File: config.mk
export PLATFORM = sky130hd
export DESIGN_NAME = acc_regbank
export DESIGN_NICKNAME = d
export VERILOG_FILES = /design/src/rtl/acc_regbank_pkg.sv /design/src/rtl/acc_wr_decode.sv /design/src/rtl/acc_byte_lane.sv /design/src/rtl/acc_read_port.sv /design/src/rtl/acc_regbank.sv
export SDC_FILE = /design/constraint.sdc
export NUM_CORES = 1
export LEC_CHECK = 0
export BUFFER_PORTS_ARGS = -buffer_cell sky130_fd_sc_hd__buf_4
export CELL_PAD_IN_SITES_DETAIL_PLACEMENT = 1
export CELL_PAD_IN_SITES_GLOBAL_PLACEMENT = 1
export CORE_ASPECT_RATIO = 0.9
export CORE_MARGIN = 4
export CORE_UTILIZATION = 44
export DETAILED_ROUTE_END_ITERATION = 16
export PLACE_DENSITY_LB_ADDON = 0.25
export SLEW_MARGIN = 0
export SYNTH_ARGS = -nofsm -noshare
export SYNTH_HDL_FRONTEND = slang
export SYNTH_SLANG_ARGS = --single-unit
File: constraint.sdc
create_clock -name clk -period 8.4 [get_ports clk]
set_input_delay 0.42 -clock clk [delete_from_list [all_inputs] [get_ports clk]]
set_output_delay 0.42 -clock clk [all_outputs]
set_load 0.01 [all_outputs]
File: src/rtl/acc_regbank_pkg.sv
package acc_regbank_pkg;

   localparam int LANES  = 4;
   localparam int DATA_W = 8 * LANES;
   localparam int V_W    = 16;
   localparam int MD_W   = 8;
   localparam int CODE_W = 4;
   localparam int WID_W  = 2;

   typedef enum logic [CODE_W-1:0] {
      RC_A    = 4'h0,
      RC_B    = 4'h1,
      RC_E    = 4'h2,
      RC_F    = 4'h3,
      RC_D    = 4'h4,
      RC_W    = 4'h5,
      RC_Q    = 4'h6,
      RC_V    = 4'h7,
      RC_ZERO = 4'h8,
      RC_MODE = 4'h9
   } reg_code_e;

   typedef enum logic [WID_W-1:0] {
      AW_8  = 2'd0,
      AW_16 = 2'd1,
      AW_32 = 2'd2
   } acc_width_e;

   typedef struct packed {
      logic [LANES-1:0] lane_en;
      logic [1:0]       base;
      logic [WID_W-1:0] rank;
      logic             v_we;
      logic             md_we;
   } acc_sel_t;

   function automatic logic acc_legal(input logic [CODE_W-1:0] code,
                                      input logic [WID_W-1:0]  width);
      logic ok;
      case (reg_code_e'(code))
         RC_A, RC_B, RC_E, RC_F, RC_MODE: ok = (width == AW_8);
         RC_D, RC_W, RC_V:                ok = (width == AW_16);
         RC_Q:                            ok = (width == AW_32);
         RC_ZERO:                         ok = (width == AW_8) || (width == AW_16);
         default:                         ok = 1'b0;
      endcase
      return ok;
   endfunction

   function automatic acc_sel_t acc_decode(input logic                en,
                                           input logic [CODE_W-1:0] code,
                                           input logic [WID_W-1:0]  width);
      acc_sel_t s;
      s = '0;
      s.rank = width;
      if (en && acc_legal(code, width)) begin
         case (reg_code_e'(code))
            RC_A:    begin s.lane_en = 4'b1000; s.base = 2'd3; end
            RC_B:    begin s.lane_en = 4'b0100; s.base = 2'd2; end
            RC_E:    begin s.lane_en = 4'b0010; s.base = 2'd1; end
            RC_F:    begin s.lane_en = 4'b0001; s.base = 2'd0; end
            RC_D:    begin s.lane_en = 4'b1100; s.base = 2'd2; end
            RC_W:    begin s.lane_en = 4'b0011; s.base = 2'd0; end
            RC_Q:    begin s.lane_en = 4'b1111; s.base = 2'd0; end
            RC_V:    s.v_we  = 1'b1;
            RC_MODE: s.md_we = 1'b1;
            default: s.lane_en = '0;
         endcase
      end
      return s;
   endfunction

endpackage

File: src/rtl/acc_wr_decode.sv
module acc_wr_decode
   import acc_regbank_pkg::*;
(
   input  logic              en,
   input  logic [CODE_W-1:0] code,
   input  logic [WID_W-1:0]  width,
   output acc_sel_t          sel
);

   always_comb begin
      sel = acc_decode(en, code, width);
   end

endmodule

File: src/rtl/acc_byte_lane.sv
module acc_byte_lane
   import acc_regbank_pkg::*;
#(
   parameter int NUM_WR = 2,
   parameter int LANE   = 0
)(
   input  logic                           clk,
   input  logic                           rst_n,
   input  logic [NUM_WR-1:0]              hit,
   input  logic [NUM_WR-1:0][WID_W-1:0]   rank,
   input  logic [NUM_WR-1:0][1:0]         base,
   input  logic [NUM_WR-1:0][DATA_W-1:0]  wdata,
   output logic [7:0]                     q
);

   localparam logic [1:0] LIDX = 2'(LANE);

   logic             we;
   logic [7:0]       nxt;
   logic [WID_W-1:0] best_rank;

   always_comb begin
      we        = 1'b0;
      nxt       = q;
      best_rank = '0;
      for (int p = 0; p < NUM_WR; p++) begin
         if (hit[p] && (!we || (rank[p] > best_rank))) begin
            we        = 1'b1;
            best_rank = rank[p];
            nxt       = wdata[p][{LIDX - base[p], 3'b000} +: 8];
         end
      end
   end

   always_ff @(posedge clk) begin
      if (!rst_n)  q <= '0;
      else if (we) q <= nxt;
   end

   AST_LANE_HOLD: assert property (@(posedge clk) disable iff (!rst_n)
      !we |=> $stable(q));

   generate
      if (NUM_WR >= 2) begin : g_pair_chk
         logic [7:0] byte0, byte1;
         assign byte0 = wdata[0][{LIDX - base[0], 3'b000} +: 8];
         assign byte1 = wdata[1][{LIDX - base[1], 3'b000} +: 8];

         AST_WIDE_WINS: assert property (@(posedge clk) disable iff (!rst_n)
            (hit[0] && hit[1] && (rank[1] > rank[0])) |=> (q == $past(byte1)));
         AST_TIE_LOW_PORT: assert property (@(posedge clk) disable iff (!rst_n)
            (hit[0] && hit[1] && (rank[1] <= rank[0])) |=> (q == $past(byte0)));
      end
   endgenerate

endmodule

File: src/rtl/acc_read_port.sv
module acc_read_port
   import acc_regbank_pkg::*;
#(
   parameter logic [MD_W-1:0] MODE_MASK = 8'hC3
)(
   input  logic              clk,
   input  logic              rst_n,
   input  logic [CODE_W-1:0] code,
   input  logic [WID_W-1:0]  width,
   input  logic [DATA_W-1:0] acc_q,
   input  logic [V_W-1:0]    v_q,
   input  logic [MD_W-1:0]   md_q,
   output logic [DATA_W-1:0] rd_data
);

   logic [DATA_W-1:0] val;

   always_comb begin
      val = '0;
      if (acc_legal(code, width)) begin
         case (reg_code_e'(code))
            RC_A:    val = {{(DATA_W-8){1'b0}},    acc_q[31:24]};
            RC_B:    val = {{(DATA_W-8){1'b0}},    acc_q[23:16]};
            RC_E:    val = {{(DATA_W-8){1'b0}},    acc_q[15:8]};
            RC_F:    val = {{(DATA_W-8){1'b0}},    acc_q[7:0]};
            RC_D:    val = {{(DATA_W-16){1'b0}},   acc_q[31:16]};
            RC_W:    val = {{(DATA_W-16){1'b0}},   acc_q[15:0]};
            RC_Q:    val = acc_q;
            RC_V:    val = {{(DATA_W-V_W){1'b0}},  v_q};
            RC_MODE: val = {{(DATA_W-MD_W){1'b0}}, md_q & MODE_MASK};
            default: val = '0;
         endcase
      end
   end

   always_ff @(posedge clk) begin
      if (!rst_n) rd_data <= '0;
      else        rd_data <= val;
   end

   AST_ZERO_READ: assert property (@(posedge clk) disable iff (!rst_n)
      (code == RC_ZERO) |=> (rd_data == '0));
   AST_BAD_READ: assert property (@(posedge clk) disable iff (!rst_n)
      !acc_legal(code, width) |=> (rd_data == '0));
   AST_MODE_UNDEF: assert property (@(posedge clk) disable iff (!rst_n)
      (code == RC_MODE) |=> ((rd_data & ~{{(DATA_W-MD_W){1'b0}}, MODE_MASK}) == '0));

endmodule

File: src/rtl/acc_regbank.sv
module acc_regbank
   import acc_regbank_pkg::*;
#(
   parameter int              NUM_WR    = 2,
   parameter int              NUM_RD    = 2,
   parameter logic [MD_W-1:0] MODE_MASK = 8'hC3,
   parameter int              MODE_BITS = 4
)(
   input  logic                          clk,
   input  logic                          rst_n,
   input  logic [NUM_WR-1:0]             wr_en,
   input  logic [NUM_WR-1:0][CODE_W-1:0] wr_code,
   input  logic [NUM_WR-1:0][WID_W-1:0]  wr_width,
   input  logic [NUM_WR-1:0][DATA_W-1:0] wr_data,
   input  logic [NUM_RD-1:0][CODE_W-1:0] rd_code,
   input  logic [NUM_RD-1:0][WID_W-1:0]  rd_width,
   output logic [NUM_RD-1:0][DATA_W-1:0] rd_data
);

   function automatic int count_bits(input logic [MD_W-1:0] m);
      int n;
      n = 0;
      for (int i = 0; i < MD_W; i++) n += int'(m[i]);
      return n;
   endfunction

   localparam int MASK_BITS = count_bits(MODE_MASK);

   generate
      if (NUM_WR < 1) begin : g_bad_wr
         $error("acc_regbank: NUM_WR must be at least 1");
      end
      if (NUM_RD < 1) begin : g_bad_rd
         $error("acc_regbank: NUM_RD must be at least 1");
      end
      if (MASK_BITS != MODE_BITS) begin : g_bad_mask
         $error("acc_regbank: MODE_MASK must set exactly MODE_BITS bits");
      end
   endgenerate

   acc_sel_t                      sel [NUM_WR];
   logic [NUM_WR-1:0][WID_W-1:0]  port_rank;
   logic [NUM_WR-1:0][1:0]        port_base;
   logic [LANES-1:0][NUM_WR-1:0]  lane_hit;
   logic [DATA_W-1:0]             acc_q;
   logic [V_W-1:0]                v_q, v_nxt;
   logic [MD_W-1:0]               md_q, md_nxt;
   logic                          v_we, md_we;

   for (genvar p = 0; p < NUM_WR; p++) begin : g_wr
      acc_wr_decode u_dec (
         .en    (wr_en[p]),
         .code  (wr_code[p]),
         .width (wr_width[p]),
         .sel   (sel[p])
      );
      assign port_rank[p] = sel[p].rank;
      assign port_base[p] = sel[p].base;
      for (genvar l = 0; l < LANES; l++) begin : g_hit
         assign lane_hit[l][p] = sel[p].lane_en[l];
      end
   end

   for (genvar l = 0; l < LANES; l++) begin : g_lane
      acc_byte_lane #(.NUM_WR(NUM_WR), .LANE(l)) u_lane (
         .clk   (clk),
         .rst_n (rst_n),
         .hit   (lane_hit[l]),
         .rank  (port_rank),
         .base  (port_base),
         .wdata (wr_data),
         .q     (acc_q[8*l +: 8])
      );
   end

   // Lowest-numbered port is applied last, so it wins equal-width ties.
   always_comb begin
      v_we   = 1'b0;
      md_we  = 1'b0;
      v_nxt  = v_q;
      md_nxt = md_q;
      for (int p = NUM_WR-1; p >= 0; p--) begin
         if (sel[p].v_we) begin
            v_we  = 1'b1;
            v_nxt = wr_data[p][V_W-1:0];
         end
         if (sel[p].md_we) begin
            md_we  = 1'b1;
            md_nxt = wr_data[p][MD_W-1:0];
         end
      end
   end

   // Value register: deliberately outside the reset domain.
   always_ff @(posedge clk) begin
      if (v_we) v_q <= v_nxt;
   end

   always_ff @(posedge clk) begin
      if (!rst_n)     md_q <= '0;
      else if (md_we) md_q <= md_nxt & MODE_MASK;
   end

   for (genvar r = 0; r < NUM_RD; r++) begin : g_rd
      acc_read_port #(.MODE_MASK(MODE_MASK)) u_rd (
         .clk     (clk),
         .rst_n   (rst_n),
         .code    (rd_code[r]),
         .width   (rd_width[r]),
         .acc_q   (acc_q),
         .v_q     (v_q),
         .md_q    (md_q),
         .rd_data (rd_data[r])
      );
   end

   AST_RESET_CLEAR: assert property (@(posedge clk) disable iff (!rst_n)
      $rose(rst_n) |-> ((acc_q == '0) && (md_q == '0)));

endmodule

; Word level (Yosys, flattened, before mapping)
; Index checks and enable logic that the tools add are counted.
[totals]
register_bits = 116
out_inout_bits = 64
word_cells = 168
[classes]
add_sub_neg = 8
order_cmp = 4
n_eq_ne = 44
n_shift = 8
mux = 46
reduce_logical = 50
[ops]
columns = op, count
row1 = 32-bit one-hot mux with 9 select lines, 2
row2 = 32-bit by 6-bit indexed part select with 8-bit output, 8
row3 = 8-bit 2-to-1 mux, 10
row4 = 4-bit by 3-bit equality test with 1-bit output (second input constant), 16
row5 = 4-bit one-hot mux with 7 select lines, 2
row6 = 4-bit by 2-bit equality test with 1-bit output (second input constant), 8
row7 = 4-bit equality test (second input constant), 8
row8 = 16-bit 2-to-1 mux, 2
row9 = 5-bit OR reduction, 4
row10 = 4-bit by 1-bit equality test with 1-bit output (second input constant), 4
row11 = 4-bit zero test, 4
row12 = 1-bit 2-to-1 mux, 16
row13 = 1-bit one-hot mux with 4 select lines, 4
row14 = 2-bit AND reduction, 8
row15 = 2-bit 2-to-1 mux, 6
row16 = 6-bit 2-to-1 mux, 2
row17 = 2-bit one-hot mux with 3 select lines, 2
row18 = 2-bit nonzero test, 6
row19 = 3-bit OR reduction, 4
row20 = 2-bit by 1-bit equality test with 1-bit output (second input constant), 4
row21 = 2-bit equality test (second input constant), 4
row22 = 2-bit > comparator, 4
row23 = 2-bit zero test, 4
row24 = 1-bit logical OR, 8
row25 = 5 further kinds, 20

; Logic depth before layout (Yosys ltp)
[depth]
ltp_word = 11
ltp_mapped = 16

; Hierarchy
; A second synthesis with hierarchy kept.
[hier_totals]
cells_unflattened = 710
area_unflattened_um2 = 7822.5
[by_module_without_submodules]
columns = mod, n_inst, cells_per_inst, area_each_um2
row1 = acc_read_port, 2, 171, 1642.8
row2 = acc_byte_lane, 4, 64, 793.3
row3 = acc_regbank, 1, 52, 920.9
row4 = acc_wr_decode, 2, 30, 221.5

; Worst setup path after synthesis
; Ideal clock, no wire load.
[synth_timing]
path_kind = input-to-reg
startpoint = in wr_code[0] in the netlist's numbering
endpoint = reg g_lane[3].u_lane.q[1]
setup_ns = 0.117
arrival_time_ns = 3.274
t_required_ns = 8.283
setup_slack_ns = 5.008
path_stages = 15
path_cell_list = buf_2 -> or4b_4 -> o32ai_4 -> or2_4 -> buf_6 -> and2_2 -> nand2_1 -> ha_1 -> nor2b_1 -> o21ai_0 -> and3_1 -> buf_2 -> nor4_1 -> a21oi_1 -> a32o_1
[synth_via]
elab_chain_len = 11
word_cells_on_any_way = 31
[synth_lines]
columns = element, line
row1 = start: declaration, acc_regbank.sv:12  ; input logic [NUM_WR-1:0][CODE_W-1:0] wr_code,
row2 = 4-bit equality test (tied with other cells), acc_regbank_pkg.sv:40  ; case (reg_code_e'(code))
row3 = 5-bit OR reduction / 3-bit OR reduction (equally long branches), acc_regbank_pkg.sv:40
row4 = 1-bit one-hot mux with 4 select lines, acc_regbank_pkg.sv:40
row5 = 1-bit logical AND, acc_regbank_pkg.sv:56  ; if (en && acc_legal(code, width)) begin
row6 = 6-bit 2-to-1 mux (*), acc_regbank_pkg.sv:56
row7 = "parallel branches: the longest is 6 deep, another holds 2-bit subtractor", -
row8 = end signal: assignment, acc_byte_lane.sv:37  ; else if (we) q <= nxt;
row9 = end: declaration, acc_byte_lane.sv:13  ; output logic [7:0] q
; Every way passes the cells marked *. The select of a mux whose other input is x is not followed.
; A chain may end at the register's enable or synchronous reset.

; Final worst setup path
[layout_timing]
startpoint = in wr_code[2] in the netlist's numbering
endpoint = reg g_lane[3].u_lane.q[3]
; The elaborated chain is that of the path after synthesis.

==> impl_metrics.ini <==
[run_status]
outcome = finished, final reports clean

[worst_setup_path]
critPathSlowestCell = nor4_1
cp_max_fo = 38
reg2reg_slack_ns = 7.07
critical_path_arrival_ns = 3.77
required_ns = 8.70
reg2reg_to = g_rd[1].u_rd.rd_data[7]
max_stage_delay_ns = 0.63
crit_type = in2reg
worstPathCellList = buf_4, or3_1, a41oi_1, or2_4, and2_2, nand2_1, ha_1, nor2b_1, o21ai_0, and3_1, nor4_1, a21oi_1, a32o_1
r2r_cells = 4
critPathLaunchType = primary input
r2r-start = g_lane[2].u_lane.q[7]
cp-end-kind = flop

[timing]
worstMarginPinSlew_ns = 1.12
fmax_mhz = 289
fin_skew_ns = 0.0104
setup_ws_ns = 4.94
period_needed_ns = 3.46
grt_setup_unrepaired = false
max_slew_margin = 0.250
fin_setup_tns_ns = 0
hold_ws_ns = 0.349
timing.final.crit_share = 0.412
setup_viol = 0
drv_slew = 0
hold_viol_final = 0

[logic_synthesis]
synth-edff-count = 16
synth.cell_area_mm2 = 0.00721
synth_ff_type = dfxtp_1
syn_avg_cell_area_um2 = 8.43
synth-seq-cells = 116
yosys_warnings = 0
syn_inst = 855
syn_nets = 955
seq_area_frac_synth = 0.344
async_flop_share = 0
yosysUniqueCellTypes = 73

[global_route]
grt_max_degree = 39
grtUsageMet1 = 0.435
antenna_found_initial = 0
overflow = 0
use_met2 = 0.493
track_usage = 0.317
grt_pass1_wl_um = 44900
grt_use_met3 = 0.0749
grt_most_used_layer = met2
grt_pass1_vias = 7562

[finish]
areaGrowthSynthToFinish_pct = 25.5
final_nets = 1076
fillers = 1926
diodes = 0
drive_above_1_share = 0.251
multi_input_area_mm2 = 0.00444
fin_area_mm2 = 0.00904
seq_area_mm2 = 0.00248
final_util = 0.563

[floorplan]
die_h_um = 129
start_util = 0.448
die_area_mm2 = 0.0185
dieWidth_um = 143
row_count = 44
fp.coreArea_mm2 = 0.0161
io_pins = 156

[cts]
clockBufferDepth = 2
insertion_delay_ns = 0.43
cts.clk_slew.worst_paths_ns = 0.06
cts_root_buffer = clkbuf_16
cts_tree = done
clock_sinks = 116
cts_setup_buffers = 0
hold_buffers = 0
cts_buffers = 17
htreeDepth = 4
post_cts_resized = 0

[power_and_ir_drop]
vdd.ir_drop.worst_uv = 137
p_leak_nw = 3.53
p_per_area_mw_per_mm2 = 175

[placed_design]
hpwl_um = 21800
io_buffers = 155
post_dp_cell_area_mm2 = 0.00842
gp_congestion = 0.971
pre_cts_slack_ns = 4.56

[min_path]
hp-start = wr_data[53]
hold_depth = 3
hold_class = in2reg
worstHoldEndpoint = g_lane[2].u_lane.q[5]

[flow_run]
drv_cap = 0

[routing]
viasPerCell = 6.55
drtAntennaViolNets = 0
drt_iter0_drc = 962
routedWlPerCell_um = 24.9
drt_wl_total_um = 29800
vias = 7835
dr.pass1.iters = 9
drc = 0
==> layer usage <==
metal / vias to the layer above / part of all wire
met3: 78 / 0.10
li1: 3491 / -
met4: 0 / 0.032
met5: - / 0
met2: 475 / 0.45
met1: 3791 / 0.42
==> how the worst max path moves through the flow <==
stage | start | endpoint | slack [ns]
2_1_floorplan | wr_code[0] | g_lane[3].u_lane.q[1] | 5.01
3_3_place_gp | wr_code[2] | g_lane[3].u_lane.q[6] | 4.70
3_5_place_dp | wr_code[2] | g_lane[3].u_lane.q[3] | 4.56
4_1_cts | wr_code[2] | g_lane[3].u_lane.q[2] | 4.99
5_1_grt | wr_code[2] | g_lane[3].u_lane.q[2] | 4.72
6_report | wr_code[2] | g_lane[3].u_lane.q[3] | 4.94
==> cell usage after synthesis (3+ instances only) <==
cell type,n,area share
mux2_1,3,0.0047
nand2_1,68,0.035
nor4_1,4,0.0035
and2_0,3,0.0026
clkbuf_1,43,0.022
o21ai_1,4,0.0028
o211a_1,7,0.0097
inv_1,9,0.0047
a211o_1,8,0.0097
and3_1,7,0.0061
nand3_1,8,0.0056
dfxtp_1,100,0.28
nor3b_1,7,0.0073
ha_1,8,0.014
a22oi_1,20,0.021
mux2_2,22,0.034
a221oi_1,4,0.0049
mux2_4,7,0.015
a211oi_1,11,0.011
a31oi_1,8,0.0069
mux2i_1,32,0.044
or2_2,4,0.0035
a32o_1,6,0.0083
o22ai_1,47,0.041
xor2_1,4,0.0049
nor2_1,81,0.042
nand4_1,4,0.0035
a21oi_2,8,0.0097
nor3_1,15,0.010
a222oi_1,28,0.039
buf_2,10,0.0069
nor2b_1,19,0.016
buf_6,3,0.0047
or3_1,4,0.0035
a21oi_1,60,0.042
o211ai_1,6,0.0062
edfxtp_1,16,0.067
xnor2_1,3,0.0036
o21ai_0,55,0.038
and4_1,7,0.0085
and2_1,35,0.030
nand2b_1,21,0.018
o2bb2ai_1,3,0.0036
==> critical path, delay by kind of cell <==
family,cells,cell delay [ns]
buffers and inverters,1,0.24
adder cells (fa/ha/maj),1,0.29
AND/OR/NAND/NOR,7,1.93
AO/OA/AOI/OAI,4,0.88
==> through the flow <==
stage / power [W] / cells
floorplan: 0.000718 / 855
global placement: 0.000812 / 1164
detailed placement: 0.000816 / 1164
CTS: 0.00158 / 1196
global route: 0.00163 / 1196
finish: 0.00158 / 1196
==> placed cells by master, fill, tap and decap left out, drive strengths merged, types with 32 or more instances in the layout <==
master,count
o22ai,47
mux2,32
nand2,68
o21ai,60
a21oi,68
mux2i,32
and2,39
nor2,81
dfxtp,100
buf,161
==> final cells by class <==
cell class                 instances  area share
clock buffer                      17      0.0470
sequential                       116       0.274
clock inverter                    15      0.0217
inverter                           9     0.00374
timing repair buffer             161       0.134
multi-input combinational        671       0.491
tap                              207      0.0286
==> report_power, final <==
part / internal [W] / switching [W]
Clock: 0.000475 / 0.000292
Combinational: 0.0000923 / 0.000140
Sequential: 0.000570 / 0.0000129
Total: 0.00114 / 0.000445
==> cells by family (layout without fill, tap and decap cells) <==
| group | after synthesis | after routing | share of synthesized area |
|---|---|---|---|
| buf+inv | 68 | 202 | 0.0408 |
| simple gates | 298 | 298 | 0.213 |
| xor+xnor | 7 | 7 | 0.00851 |
| mux | 64 | 64 | 0.0981 |
| flops | 116 | 116 | 0.344 |
| compound gates | 294 | 294 | 0.281 |
| fa+ha+maj | 8 | 8 | 0.0139 |
==> flip-flops by register name (all words and copies together) (netlist names) <==
name,count
v_q,16
g_rd.u_rd.rd_data,64
g_lane.u_lane.q,32
md_q,4
(Power assumes the default switching activity.)
